[config.mk]
export PLATFORM = sky130hd
export DESIGN_NAME = pchg_irq_top
export DESIGN_NICKNAME = d
export VERILOG_FILES = /design/src/rtl/pchg_pkg.sv /design/src/rtl/pchg_sync.sv /design/src/rtl/pchg_detect.sv /design/src/rtl/pchg_flag.sv /design/src/rtl/pchg_regs.sv /design/src/rtl/pchg_irq_top.sv
export SDC_FILE = /design/constraint.sdc
export NUM_CORES = 1
export LEC_CHECK = 0
export ABC_AREA = 1
export ABC_CLOCK_PERIOD_IN_PS = 1300
export BUFFER_PORTS_ARGS = -buffer_cell sky130_fd_sc_hd__buf_2
export CAP_MARGIN = 5
export CELL_PAD_IN_SITES_DETAIL_PLACEMENT = 1
export CELL_PAD_IN_SITES_GLOBAL_PLACEMENT = 1
export CORE_UTILIZATION = 35
export DETAILED_ROUTE_END_ITERATION = 8
export GPL_TIMING_DRIVEN = 0
export PLACE_DENSITY = 0.78
export RECOVER_POWER = 50
export SLEW_MARGIN = 0
export SYNTH_ARGS = -nofsm -noshare
export SYNTH_HDL_FRONTEND = slang
export SYNTH_HIERARCHICAL = 1
export SYNTH_SLANG_ARGS = --single-unit
[constraint.sdc]
create_clock -name clk -period 1.3 [get_ports clk]
set_input_delay 0.26 -clock clk [delete_from_list [all_inputs] [get_ports clk]]
set_output_delay 0.26 -clock clk [all_outputs]
set_load 0.05 [all_outputs]
[src/rtl/pchg_pkg.sv]
package pchg_pkg;
    localparam int DATA_W = 8;
    localparam int ADDR_W = 2;

    localparam logic [ADDR_W-1:0] A_CTRL  = 2'd0;
    localparam logic [ADDR_W-1:0] A_MASK  = 2'd1;
    localparam logic [ADDR_W-1:0] A_STAT  = 2'd2;
    localparam logic [ADDR_W-1:0] A_LEVEL = 2'd3;

    localparam int CTRL_EN_BIT   = 0;
    localparam int CTRL_PRIO_BIT = 1;
    localparam int STAT_FLAG_BIT = 0;

    typedef enum logic {
        FLG_IDLE = 1'b0,
        FLG_PEND = 1'b1
    } flg_state_e;

    typedef struct packed {
        logic en;
        logic prio;
    } ctrl_t;
endpackage

[src/rtl/pchg_sync.sv]
module pchg_sync #(
    parameter int W      = 4,
    parameter int STAGES = 2
) (
    input  logic         clk,
    input  logic         rst_n,
    input  logic [W-1:0] d,
    output logic [W-1:0] q
);
    logic [STAGES-1:0][W-1:0] st;

    always_ff @(posedge clk or negedge rst_n) begin
        if (!rst_n) st[0] <= '0;
        else        st[0] <= d;
    end

    for (genvar k = 1; k < STAGES; k++) begin : g_stage
        always_ff @(posedge clk or negedge rst_n) begin
            if (!rst_n) st[k] <= '0;
            else        st[k] <= st[k-1];
        end
    end

    assign q = st[STAGES-1];
endmodule

[src/rtl/pchg_detect.sv]
module pchg_detect #(
    parameter int W = 4
) (
    input  logic         clk,
    input  logic         rst_n,
    input  logic [W-1:0] lvl,
    input  logic [W-1:0] mask,
    input  logic [W-1:0] mask_load,
    output logic [W-1:0] hist,
    output logic         chg_any
);
    logic [W-1:0] diff;

    for (genvar i = 0; i < W; i++) begin : g_pin
        always_ff @(posedge clk or negedge rst_n) begin
            if (!rst_n)                     hist[i] <= 1'b0;
            else if (mask_load[i] || mask[i]) hist[i] <= lvl[i];
        end

        assign diff[i] = mask[i] & (lvl[i] ^ hist[i]);

        // a disabled pin keeps its history unless the enable write loads it
        p_masked_hold_r3: assert property (@(posedge clk) disable iff (!rst_n)
            (!mask[i] && !mask_load[i]) |=> $stable(hist[i]));
    end

    assign chg_any = |diff;
endmodule

[src/rtl/pchg_flag.sv]
module pchg_flag
    import pchg_pkg::*;
(
    input  logic clk,
    input  logic rst_n,
    input  logic chg_any,
    input  logic clr,
    input  logic en,
    input  logic prio,
    output logic flag,
    output logic irq_hi,
    output logic irq_lo
);
    flg_state_e state_q, state_d;

    always_ff @(posedge clk or negedge rst_n) begin
        if (!rst_n) state_q <= FLG_IDLE;
        else        state_q <= state_d;
    end

    always_comb begin
        state_d = state_q;
        unique case (state_q)
            FLG_IDLE: if (chg_any)         state_d = FLG_PEND;
            FLG_PEND: if (clr && !chg_any) state_d = FLG_IDLE;
            default:                       state_d = FLG_IDLE;
        endcase
    end

    always_comb begin
        flag   = (state_q == FLG_PEND);
        irq_hi = flag & en & prio;
        irq_lo = flag & en & ~prio;
    end

    p_detect_sets_r2: assert property (@(posedge clk) disable iff (!rst_n)
        chg_any |=> flag);
    p_sticky_r7: assert property (@(posedge clk) disable iff (!rst_n)
        (flag && !clr) |=> flag);
    p_clear_r6: assert property (@(posedge clk) disable iff (!rst_n)
        (clr && !chg_any) |=> !flag);
endmodule

[src/rtl/pchg_regs.sv]
module pchg_regs
    import pchg_pkg::*;
#(
    parameter int MON_W = 4
) (
    input  logic              clk,
    input  logic              rst_n,
    input  logic              wr_en,
    input  logic [ADDR_W-1:0] addr,
    input  logic [DATA_W-1:0] wdata,
    input  logic              flag,
    input  logic [MON_W-1:0]  hist,
    output ctrl_t             ctrl,
    output logic [MON_W-1:0]  mask,
    output logic [MON_W-1:0]  mask_load,
    output logic              clr,
    output logic [DATA_W-1:0] rdata
);
    localparam int PAD_W = DATA_W - MON_W;

    logic unused_wdata;
    assign unused_wdata = ^wdata[DATA_W-1:MON_W];

    logic wr_ctrl, wr_mask;
    assign wr_ctrl = wr_en && (addr == A_CTRL);
    assign wr_mask = wr_en && (addr == A_MASK);

    always_ff @(posedge clk or negedge rst_n) begin
        if (!rst_n) begin
            ctrl <= '0;
            mask <= '0;
        end else begin
            if (wr_ctrl) begin
                ctrl.en   <= wdata[CTRL_EN_BIT];
                ctrl.prio <= wdata[CTRL_PRIO_BIT];
            end
            if (wr_mask) mask <= wdata[MON_W-1:0];
        end
    end

    assign mask_load = wr_mask ? (wdata[MON_W-1:0] & ~mask) : '0;
    assign clr       = wr_en && (addr == A_STAT) && wdata[STAT_FLAG_BIT];

    always_comb begin
        rdata = '0;
        unique case (addr)
            A_CTRL:  begin
                rdata[CTRL_EN_BIT]   = ctrl.en;
                rdata[CTRL_PRIO_BIT] = ctrl.prio;
            end
            A_MASK:  rdata = {{PAD_W{1'b0}}, mask};
            A_STAT:  rdata[STAT_FLAG_BIT] = flag;
            A_LEVEL: rdata = {{PAD_W{1'b0}}, hist};
            default: rdata = '0;
        endcase
    end
endmodule

[src/rtl/pchg_irq_top.sv]
module pchg_irq_top
    import pchg_pkg::*;
#(
    parameter int PORT_W      = 8,
    parameter int MON_LSB     = 4,
    parameter int SYNC_STAGES = 2
) (
    input  logic              clk,
    input  logic              rst_n,
    input  logic [PORT_W-1:0] port_in,
    input  logic              wr_en,
    input  logic [ADDR_W-1:0] addr,
    input  logic [DATA_W-1:0] wdata,
    output logic [DATA_W-1:0] rdata,
    output logic              irq_hi,
    output logic              irq_lo
);
    localparam int MON_W = PORT_W - MON_LSB;

    logic unused_low;
    assign unused_low = ^port_in[MON_LSB-1:0];

    logic [MON_W-1:0] lvl, hist, mask, mask_load;
    logic             chg_any, clr, flag;
    ctrl_t            ctrl;

    pchg_sync #(.W(MON_W), .STAGES(SYNC_STAGES)) u_sync (
        .clk(clk), .rst_n(rst_n), .d(port_in[PORT_W-1:MON_LSB]), .q(lvl)
    );

    pchg_detect #(.W(MON_W)) u_det (
        .clk(clk), .rst_n(rst_n), .lvl(lvl), .mask(mask),
        .mask_load(mask_load), .hist(hist), .chg_any(chg_any)
    );

    pchg_regs #(.MON_W(MON_W)) u_regs (
        .clk(clk), .rst_n(rst_n), .wr_en(wr_en), .addr(addr), .wdata(wdata),
        .flag(flag), .hist(hist), .ctrl(ctrl), .mask(mask),
        .mask_load(mask_load), .clr(clr), .rdata(rdata)
    );

    pchg_flag u_flag (
        .clk(clk), .rst_n(rst_n), .chg_any(chg_any), .clr(clr),
        .en(ctrl.en), .prio(ctrl.prio), .flag(flag),
        .irq_hi(irq_hi), .irq_lo(irq_lo)
    );

    p_one_output_r5: assert property (@(posedge clk) disable iff (!rst_n)
        !(irq_hi && irq_lo));
    p_gate_r4: assert property (@(posedge clk) disable iff (!rst_n)
        !ctrl.en |-> (!irq_hi && !irq_lo));
    p_enable_quiet_r9: assert property (@(posedge clk) disable iff (!rst_n)
        (|mask_load && !chg_any) |=> !chg_any || (lvl != $past(lvl)));
endmodule

# After elaboration in Yosys (flattened, before gate mapping)
# Cells that the tools add are included.
# word_totals
reg_bits	19
latchBits	0
mem_bits_rw	0
romBits	0
inputBits	21
word_cells	47
n_memories	0
# classes
addsub	0
n_mul	0
n_div	0
magnitude_cmp	0
eq_ne	3
shifts	0
n_mux	7
n_bitwise	15
reduce_logical	12
# op_table
op	n
1-bit AND	7
1-bit logical AND	5
4-bit AND	1
2-bit == test, second input constant	2
1-bit logical OR	4
4-bit 2-to-1 mux	1
4-bit inverter	1
1-bit one-hot mux with 4 select lines	1
2-bit one-hot mux with 2 select lines	1
4-bit OR reduction	1
1-bit bitwise XOR	4
1-bit one-hot mux with 3 select lines	1
2-bit by 1-bit == test with 1-bit output, second input constant	1
2-bit logical NOT	1
1-bit 2-to-1 mux	2
1-bit inverter	2
1-bit one-hot mux with 2 select lines	1
1-bit logical NOT	1

# Logic depth before layout (Yosys ltp)
# Gate-level depths: netlist (run 1).
# depth
word_depth	7
mapped_depth	9
mapped_depth_nobuf	8

# Modules after synthesis
# The synthesis (run 1) kept the hierarchy.
# modules_own_cells
module	n_inst	cells_per_inst	area_each_um2	seq_area_each_um2
pchg_regs	1	61	434.2	150.1
pchg_detect	1	40	242.7	100.1
pchg_sync	1	12	230.2	200.2
pchg_flag	1	9	55.1	25.0

# Least setup slack after synthesis (run 1)
# No wires, ideal clock.
# synth_timing
path_type	register to output
start	register, netlist name u_regs/ctrl[0]
end	output port irq_hi
arrival_time_ns	1.057
t_required_ns	1.040
setup_slack_ns	-0.017
path_stages_with_launch	3
path_cell_list	dfrtp_1 inv_1 nor2_1
# synth_via
elab_chain_cells	1
# synth_lines
item	line	source
1-bit AND	pchg_flag.sv:32	irq_hi = flag & en & prio;
to (decl)	pchg_irq_top.sv:15	output logic irq_hi,
# No other way between the ends.

# Worst setup path after layout (run 1)
# layout_timing
start	register, netlist name u_regs/ctrl[0]
end	output port irq_hi
# layout_via
elab_chain_cells	1
# layout_lines
item	line
1-bit AND	pchg_flag.sv:32
# No other way between the ends.

==> results.md, run 1 <==
- Die Width: 54.4 um
- Std cell rows: 18
- XOR/XNOR Fraction of Synth Area: 0
- # diodes: 0
- First drt pass iteration count: 4
- Worst-path fanout max: 4
- I/O pin count: 31
- Yosys top cell area share: 0.494
- Syn-to-layout area delta: 32.9%
- Sink Count: 19
- Area of the core: 2540 um2
- Number of synthesized flops with an enable pin: 0
- Pwr dens: 1280 nW/um2
- Final period util: 1.02
- Avg Cell Area, Syn: 7.89 um2
- Synth area leaders: dfrtp_1, nand2_1, buf_4
- Failing checks: setup timing
- Main synth FF type: dfrtp_1
- Post-route minimum period: 1.32 ns
- Layout cells sized above 1: 0.342
- Antenna violation net count after detailed routing: 0
- Cell Area, Synth: 962 um2
- Synth Area in Compound Gates: 0.0260
- Nets: 180
- Area leader, netlist: dfrtp_1
- CTS clk-pin slew, worst paths: 0.11 ns
- Via/cell ratio: 4.57
- Yosys cell types: 17
- Layout Utilization: 0.502
- Max-cap violations: 0
- Starting Density: 0.378
- GP Congestion: 0.754
- Slew Limit Fails: 0
- Iteration-0 DRC count of the detailed router: 8
- WL final: 2220 um
- Max Root-Sink Buffers: 2
- Final WS setup: -0.0246 ns
- WHS Path Cells: 1
- Combinational share of power: 0.376
- Port Buffer Count: 16
- Largest family of logic cells by synthesized area: simple AND/OR/NAND/NOR gates
- Fraction of power spent switching nets: 0.362
- Post-Syn Instances: 122
- Area share of fa/ha/maj cells after synthesis: 0
- FFs w/ async S/R, synth: 1.00
- Critical path arrival: 1.06 ns
- # setup viols final: 4
- Die height: 54.4 um
- Worst Setup End Kind: output port
- Via count: 860
- H-tree levels: 1
- RSZ-0062 raised after global routing: true
- Setup Crit Path Kind: flip-flop to output port
- Clk_lat worst skew: 0.30 ns
- First-pass GRT wire length: 3470 um
- Yosys reg bits: 19
- Placed Area: 1090 um2
- Largest net degree at the start of global routing: 20
- Hold Violations, Final: 0
- Synth Area in Simple Gates: 0.332
- CTS tree: built
- Commonest cells in the netlist: nand2_1, dfrtp_1, nor2_1
- Maximum VDD drop: 758 uV
- Total track usage: 0.174
- Initial antenna violation count: 0
- Critical Path RT: 1.04 ns
- Clock group share of total power: 0.186
- Int Power: 1.04 mW
- P_leak: 0.706 nW
- FILL cells: 339
- NetSw: 590 uW
- # DRC: 0
- Status: finished, violations left
- CTS Root Cell: clkbuf_4
- R2R Setup Slk: 0.16 ns
- Startpoint class of the critical path: flip-flop
- Post-synthesis sequential area ratio: 0.494
- Total grt overflow: 0
- Fmax: 0.755 GHz
- Number of global-route vias before repair: 824
- Synth warn: 6
- Hold Crit Class: primary input to flip-flop
- Design area: 1280 um2
- Total Die Area: 2960 um2
- Mux cell area share after synthesis: 0
- Seq pwr share: 0.437
- WL per Instance: 11.8 um
- DP HPWL: 1570 um
- Num CTS Buffers: 3
- R2r worst-path depth: 8
- Worst Skew: 0.00983 ns
- Top-count cell post-synth: nand2_1
-- kinds of logic after synthesis --
family / after synthesis
AO/OA/AOI/OAI: 5
buffers and inverters: 23
flip-flops: 19
AND/OR/NAND/NOR: 74
other: 1
-- worst paths after layout --
path | startpoint | to
max | u_regs/ctrl[0] | irq_hi
min | port_in[7] | u_sync/st[3]
max reg2reg | u_regs/mask[3] | u_flag/flag
min reg2reg | u_sync/st[0] | u_sync/q[0]
max in group asynchronous | rst_n | u_flag/flag
min in group asynchronous | rst_n | u_det/hist[3]
-- layout by cell type, fill, tap and decap left out, types with 2 or more instances in the layout --
cell      count
nand2_1      41
buf_4        20
dfrtp_1      19
nor2_1       14
inv_1        11
buf_2        10
nand3_1       8
buf_6         7
o21ai_0       5
conb_1        4
clkbuf_4      3
nand3_2       3
nor2_2        2
nor2_4        2
nand2_2       2
-- registers in the layout, summed over array words and instances, names as in the netlist --
register,flops
u_det/hist,4
u_regs/mask,4
u_sync/q,4
u_sync/st,4
u_regs/ctrl,2
u_flag/flag,1
-- layout make-up --
class                      instances  area [um2]  share of cell area
sequential                        19         475               0.372
multi-input combinational         83         382               0.298
clock buffer                       3        22.5              0.0176
clock inverter                     1        5.00             0.00391
inverter                          13        53.8              0.0421
tap                               30        37.5              0.0294
buffer                            10        85.1              0.0665
timing repair buffer              29         218               0.170
-- power groups by stage --
stage | sequential [mW] | combinational [mW] | clock, mW
4_1_cts | 0.712 | 0.574 | 0.320
3_3_place_gp | 0.751 | 0.403 | 0
3_5_place_dp | 0.760 | 0.422 | 0
2_1_floorplan | 0.738 | 0.326 | 0
5_1_grt | 0.723 | 0.677 | 0.340
6_report | 0.713 | 0.614 | 0.304
-- worst max-delay path, cell delays in order (launching register included) --
cell     delay (ns)
dfrtp_1        0.42
inv_1          0.07
nor2_2         0.11
buf_6          0.16
-- metal layers --
metal | vias up | GRT usage | wire, um | share of wire
met5 | - | 0 | 0 | 0
met4 | 0 | 0.0769 | 16 | 0.0072
met3 | 2 | 0.0333 | 88 | 0.040
met2 | 22 | 0.319 | 1170 | 0.53
met1 | 405 | 0.192 | 942 | 0.42
li1 | 431 | - | - | -
-- metrics by stage --
| step | setup WS, ns | cells | TNS (ns) | total power, mW | hold WS [ns] |
|---|---|---|---|---|---|
| 6_report | -0.0246 | 188 | -0.0811 | 1.63 | 0.0505 |
| 5_1_grt | -0.0916 | 188 | -0.328 | 1.74 | 0.0325 |
| 4_1_cts | -0.0470 | 184 | -0.157 | 1.61 | 0.0375 |
| 3_5_place_dp | 0.0624 | 171 | 0 | 1.18 | 0.223 |
| 3_3_place_gp | 0.0797 | 171 | 0 | 1.15 | 0.226 |
| 2_1_floorplan | -0.0173 | 125 | -0.0315 | 1.06 | -0.0356 |
-- repair_timing --
action	CTS	global route
hold buffers	1	0
endpoints found under the hold margin	19	0
gates resized for setup	11	7
pin swaps	5	3
endpoints found under the setup margin	6	6
buffers inserted	8	4
No activity file was read; power rests on OpenSTA's default activity.
==> run 2: changes to the inputs <==
- ABC_AREA: 1 -> default
- CORE_UTILIZATION: 35 -> 38
==> run 2 against run 1 <==
Net effect:
- the flow still finishes with violations (setup timing)
- combinational power is 11% higher
- die area is 10% lower
- final area is 2.0% lower
- hold slack better by 0.0011 ns
- non-clock buffer count is 2 lower
- sequential share of layout area is 0.74 points higher
- clock skew is 0.0076 ns lower
- count of clock-buffer cells in the layout stayed put
- sequential cell count stayed put
- setup slack worse by 0.31 ns
- synthesized cell count is 42% lower
- critical path type unchanged
- largest cell class unchanged
==> results.md, run 2 <==
- Via count: 640 (-26%)
- WL final: 1760 um (-21%)
- Setup Crit Path Kind: flip-flop to output port
- Worst-path fanout max: 2 (-2)
- Number of synthesized flops with an enable pin: 0 (unchanged)
- First drt pass iteration count: 3 (-1)
- Failing checks: setup timing
- WHS: 0.0515 ns (+0.00108 ns)
- Commonest cells in the netlist: dfrtp_1, buf_4, mux2_2, nor2_1, mux2_4
- Seq. cell area: 475 um2 (unchanged)
- Total grt overflow: 0 (unchanged)
- Hold_sp: port_in[4]
- Number of global-route vias before repair: 683 (-17%)
- First-pass GRT wire length: 2970 um (-14%)
- Final WS setup: -0.330 ns (-0.305 ns)
- Sink Count: 19 (unchanged)
- Startpoint class of the critical path: flip-flop
- Main synth FF type: dfrtp_1
- Total track usage: 0.159 (-0.0151)
- Synth area leaders: dfrtp_1, mux2_4, mux2_2
- R2r worst-path depth: 5 (-3)
- FILL cells: 243 (-28%)
- Post-Syn Instances: 71 (-42%)
- Fmax: 0.614 GHz (-19%)
- Post-synthesis sequential area ratio: 0.510 (+0.0159)
- R2R Setup Slk: 0.10 ns (-0.06 ns)
- Worst Skew: 0.00224 ns (-0.00760 ns)
- P_leak: 0.612 nW (-13%)
- Commonest non-fill, non-tap cell in the layout: dfrtp_1
- CTS tree: built
- Critical path arrival: 1.37 ns (+0.31 ns)
- Pwr dens: 1360 nW/um2 (+6.9%)
- Slowest Stage Delay on Critical Path: 0.40 ns (-0.02 ns)
- Iteration-0 DRC count of the detailed router: 5 (-3)
- H-tree levels: 1 (unchanged)
- Max-cap violations: 0 (unchanged)
- Hold Crit Class: primary input to flip-flop
- Port Buffer Count: 16 (unchanged)
- Nets: 127 (-29%)
- Total Die Area: 2650 um2 (-10%)
- Hold Violations, Final: 0 (unchanged)
- Num CTS Buffers: 3 (unchanged)
- Most frequent cells in the layout: dfrtp_1, buf_4, buf_2
- WL per Instance: 13.2 um (+12%)
- # diodes: 0 (unchanged)
- Die Width: 51.5 um (-5.3%)
- TNS Setup: -0.885 ns (-0.804 ns)
- Synth warn: 6 (unchanged)
- Avg Cell Area, Syn: 13.1 um2 (+66%)
- Top-count cell post-synth: dfrtp_1
- Maximum VDD drop: 742 uV (-2.1%)
- Post-route minimum period: 1.63 ns (+0.305 ns)
- Worst Setup End Kind: output port
- Syn-to-layout area delta: 34.5%
- Initial antenna violation count: 0 (unchanged)
- Largest net degree at the start of global routing: 20 (unchanged)
- Status: finished, violations left
- Yosys reg bits: 19 (unchanged)
- Reg-to-reg startpoint: u_det/hist[1]
- Layout cells sized above 1: 0.571 (+0.230)
- Slew Limit Fails: 0 (unchanged)
- Yosys top cell area share: 0.510 (+0.0159)
- Area leader, netlist: dfrtp_1
- Critical Path RT: 1.04 ns (about the same)
- CTS clk-pin slew, worst paths: 0.11 ns (about the same)
- Final period util: 1.25 (+0.235)
- Cell Area, Synth: 932 um2 (-3.1%)
- Max Root-Sink Buffers: 2 (unchanged)
- RSZ-0062 raised after global routing: true
- Reg2Reg Capture Point: u_flag/flag
- DP HPWL: 1210 um (-23%)
- Area of the core: 2250 um2 (-11%)
- CTS Root Cell: clkbuf_4
- GP Congestion: 0.692 (-8.2%)
- FFs w/ async S/R, synth: 1.00 (unchanged)
- Antenna violation net count after detailed routing: 0 (unchanged)
- Area of the multi-input gates: 412 um2 (+7.9%)
- I/O pin count: 31 (unchanged)
- Critical-path cell list: mux2_4 > a22o_4 > buf_8
- Via/cell ratio: 4.81 (+5.2%)
- WHS Path Cells: 1 (unchanged)
- Clk_lat worst skew: 0.30 ns (about the same)
- Yosys cell types: 22 (+5)
- Crit-path slowest cell: dfrtp_1
- # setup viols final: 6 (+2)
- # DRC: 0 (unchanged)
- Total power: 1.71 mW (+4.9%)
- Std cell rows: 17 (-1)
- Hold Path End: u_sync/st[0]
- Starting Density: 0.413 (+0.0354)
- Die height: 51.5 um (-5.3%)
run 2: how the worst max path moves through the flow:
stage / depth (start not counted) / slack [ns] / startpoint / to
floorplan: 3 / 0.02 / addr[1] / rdata[1]
global placement: 3 / -0.09 / u_regs/mask[1] / rdata[1]
detailed placement: 3 / -0.10 / u_regs/mask[1] / rdata[1]
CTS: 3 / -0.35 / u_regs/mask[1] / rdata[1]
global route: 3 / -0.37 / u_regs/mask[1] / rdata[1]
finish: 3 / -0.33 / u_regs/mask[1] / rdata[1]
run 2: worst max-delay path: cells and delay by family, from the launching register on:
kind                   cells  cell delay [ns]
AO/OA/AOI/OAI              1             0.25
buffers and inverters      1             0.15
flip-flops                 1             0.40
multiplexers               1             0.27
run 2: report_power, final:
part	leakage [nW]	switching (mW)	internal (mW)
registers	0.220	0.0494	0.672
clock network	0.0177	0.192	0.115
logic	0.375	0.332	0.351
total	0.612	0.573	1.14
run 2: per-stage QoR:
stage	cell area (um2)	worst slack, ns	utilization	std cells
after floorplan	958	0.0153	-	74
final	1250	-0.330	0.556	133
after detailed placement	1070	-0.103	0.476	118
after CTS	1250	-0.351	0.553	132
after global routing	1250	-0.371	0.556	133
after global placement	1070	-0.0874	0.476	118
run 2: area by class of cell:
cell class                 count  share of cell area
clock buffer                   3              0.0180
timing repair buffer          27               0.174
multi-input combinational     44               0.328
buffer                        10              0.0659
clock inverter                 1             0.00399
sequential                    19               0.379
inverter                       1             0.00299
tap                           28              0.0279
run 2: metal layers:
metal	track usage	vias to the layer above	routed length (um)	part of all wire
met3	0.0351	5	94	0.053
met2	0.275	21	897	0.51
met5	0	-	0	0
met1	0.172	317	721	0.41
met4	0.108	0	45	0.026
li1	-	297	-	-
run 2: timing repair:
action                     4_1_cts  5_1_grt
gates cloned                     0        0
setup buffers                    9        2
hold endpoints to repair        19        0
setup endpoints to repair        6        6
resized for setup               19        1
hold buffers                     1        0
pin swaps                        1        1
run 2: cell families after synthesis:
group                     synth area share
and+or+nand+nor                      0.130
other                              0.00402
DFF                                  0.510
buffers and inverters               0.0859
xor gates and xnor gates            0.0376
muxes                                0.199
AOI/OAI and AO/OA                   0.0336
==> run 3: changes to the inputs <==
- CORE_ASPECT_RATIO: default -> 1.1
==> run 3 against run 2 <==
Net effect:
- the flow still finishes with violations (setup timing)
- highest routed layer unchanged
- wire length is 21% higher
- cell count is 3.0% higher
- maximum frequency is 0.65% lower
- largest power group is now combinational cells
- sequential share of layout area is 0.63 points lower
- critical path type unchanged
==> results.md, run 3 (synthesis gave the netlist of run 2 again) <==
- Max-cap violations: 0 (unchanged)
- Worst-path fanout max: 2 (unchanged)
- Syn-to-layout area delta: 36.8%
- Failing checks: setup timing
- Area of the core: 2270 um2 (+0.89%)
- CTS clk-pin slew, worst paths: 0.11 ns (about the same)
- Die Width: 49.2 um (-4.5%)
- First-pass GRT wire length: 3130 um (+5.3%)
- Clk_lat worst skew: 0.30 ns (about the same)
- Final period util: 1.26 (+0.00817)
- I/O pin count: 31 (unchanged)
- Iteration-0 DRC count of the detailed router: 3 (-2)
- Max Root-Sink Buffers: 2 (unchanged)
- WL final: 2140 um (+21%)
- # DRC: 0 (unchanged)
- Port Buffer Count: 16 (unchanged)
- GP Congestion: 0.720 (+4.0%)
- WL per Instance: 15.6 um (+18%)
- Hold Crit Class: primary input to flip-flop
- Startpoint class of the critical path: flip-flop
- Total Die Area: 2660 um2 (about the same)
- # diodes: 0 (unchanged)
- Total track usage: 0.171 (+0.0124)
- Nets: 129 (+1.6%)
- Starting Density: 0.410 (-0.00364)
- Antenna violation net count after detailed routing: 0 (unchanged)
- Sink Count: 19 (unchanged)
- Layout Utilization: 0.561 (+0.00446)
- Slew Limit Fails: 0 (unchanged)
- Largest net degree at the start of global routing: 20 (unchanged)
- Maximum VDD drop: 682 uV (-8.1%)
- Via count: 654 (+2.2%)
- Critical Path RT: 1.04 ns (about the same)
- Hold Violations, Final: 0 (unchanged)
- Via/cell ratio: 4.77 (-0.80%)
- Commonest non-fill, non-tap cell in the layout: dfrtp_1
- Setup WS pre-CTS: -0.0916 ns (+0.0117 ns)
- Total grt overflow: 0 (unchanged)
- Layout cells sized above 1: 0.570 (-0.00134)
- Critical path arrival: 1.38 ns (about the same)
- Num CTS Buffers: 3 (unchanged)
- H-tree levels: 1 (unchanged)
- Std cell rows: 18 (+1)
- Most frequent cells in the layout: dfrtp_1, buf_4, buf_2
- Pwr dens: 1390 nW/um2 (+1.8%)
- Post-route minimum period: 1.64 ns (+0.0106 ns)
- Initial antenna violation count: 0 (unchanged)
- Worst Skew: 0.00296 ns (+0.000718 ns)
- RSZ-0062 raised after global routing: true
- CTS tree: built
- P_leak: 0.620 nW (+1.3%)
- DP HPWL: 1250 um (+3.1%)
- First drt pass iteration count: 2 (-1)
- Status: finished, violations left
- Setup Crit Path Kind: flip-flop to output port
- Worst Setup End Kind: output port
- Number of global-route vias before repair: 647 (-5.3%)
- CTS Root Cell: clkbuf_4
- Die height: 53.9 um (+4.7%)
- Total power: 1.77 mW (+3.5%)
- Fmax: 0.610 GHz (-0.65%)
- # setup viols final: 7 (+1)
- Final WS setup: -0.340 ns (-0.0106 ns)
==> run 3: cell type report <==
type                       instances  area (um2)
buffer                            10        82.6
clock buffer                       4        26.3
fill                             240        1000
inverter                           1        3.75
multi-input combinational         44         417
sequential                        19         475
tap                               30        37.5
timing repair buffer              29         233
==> run 3: through the flow <==
stage	cells	setup TNS (ns)	hold WS (ns)	cell area, um2
floorplan	74	0	-0.0356	958
global placement	120	-0.131	0.221	1080
detailed placement	120	-0.313	0.228	1080
CTS	135	-0.881	0.0528	1250
global route	137	-1.46	0.0366	1270
finish	137	-1.06	0.0585	1270
==> run 3: final timing paths <==
kind	start	to	slack [ns]	cells after the start
min reg2reg	u_sync/st[3]	u_sync/q[3]	0.36	0
max reg2reg	u_det/hist[0]	u_flag/flag	-0.02	6
min in group asynchronous	rst_n	u_sync/q[0]	0.43	2
max in group asynchronous	rst_n	u_regs/ctrl[0]	0.54	2
min	port_in[6]	u_sync/st[2]	0.06	1
max	u_regs/mask[1]	rdata[1]	-0.34	3
==> run 3: report_power, final <==
part / total (mW) / internal (mW) / switching [mW]
clock network: 0.300 / 0.119 / 0.180
logic: 0.747 / 0.379 / 0.368
registers: 0.724 / 0.672 / 0.0520
==> run 3: timing repair <==
| action | 4_1_cts | 5_1_grt |
|---|---|---|
| setup buffers | 10 | 3 |
| setup endpoints to repair | 6 | 6 |
| hold buffers | 1 | 0 |
| resized for setup | 18 | 3 |
| pin swaps | 1 | 1 |
| endpoints found under the hold margin | 19 | 0 |
==> run 3: layer usage <==
metal | routed length, um | track usage | vias to the layer above
met2 | 1230 | 0.317 | 15
met4 | 33 | 0.103 | 0
li1 | - | - | 303
met1 | 818 | 0.184 | 332
met3 | 54 | 0.0339 | 4
met5 | 0 | 0 | -
==> run 3: critical path: stages, from the launching register on <==
cell     delay, ns
dfrtp_1       0.41
mux2_4        0.28
a22o_4        0.25
buf_8         0.15
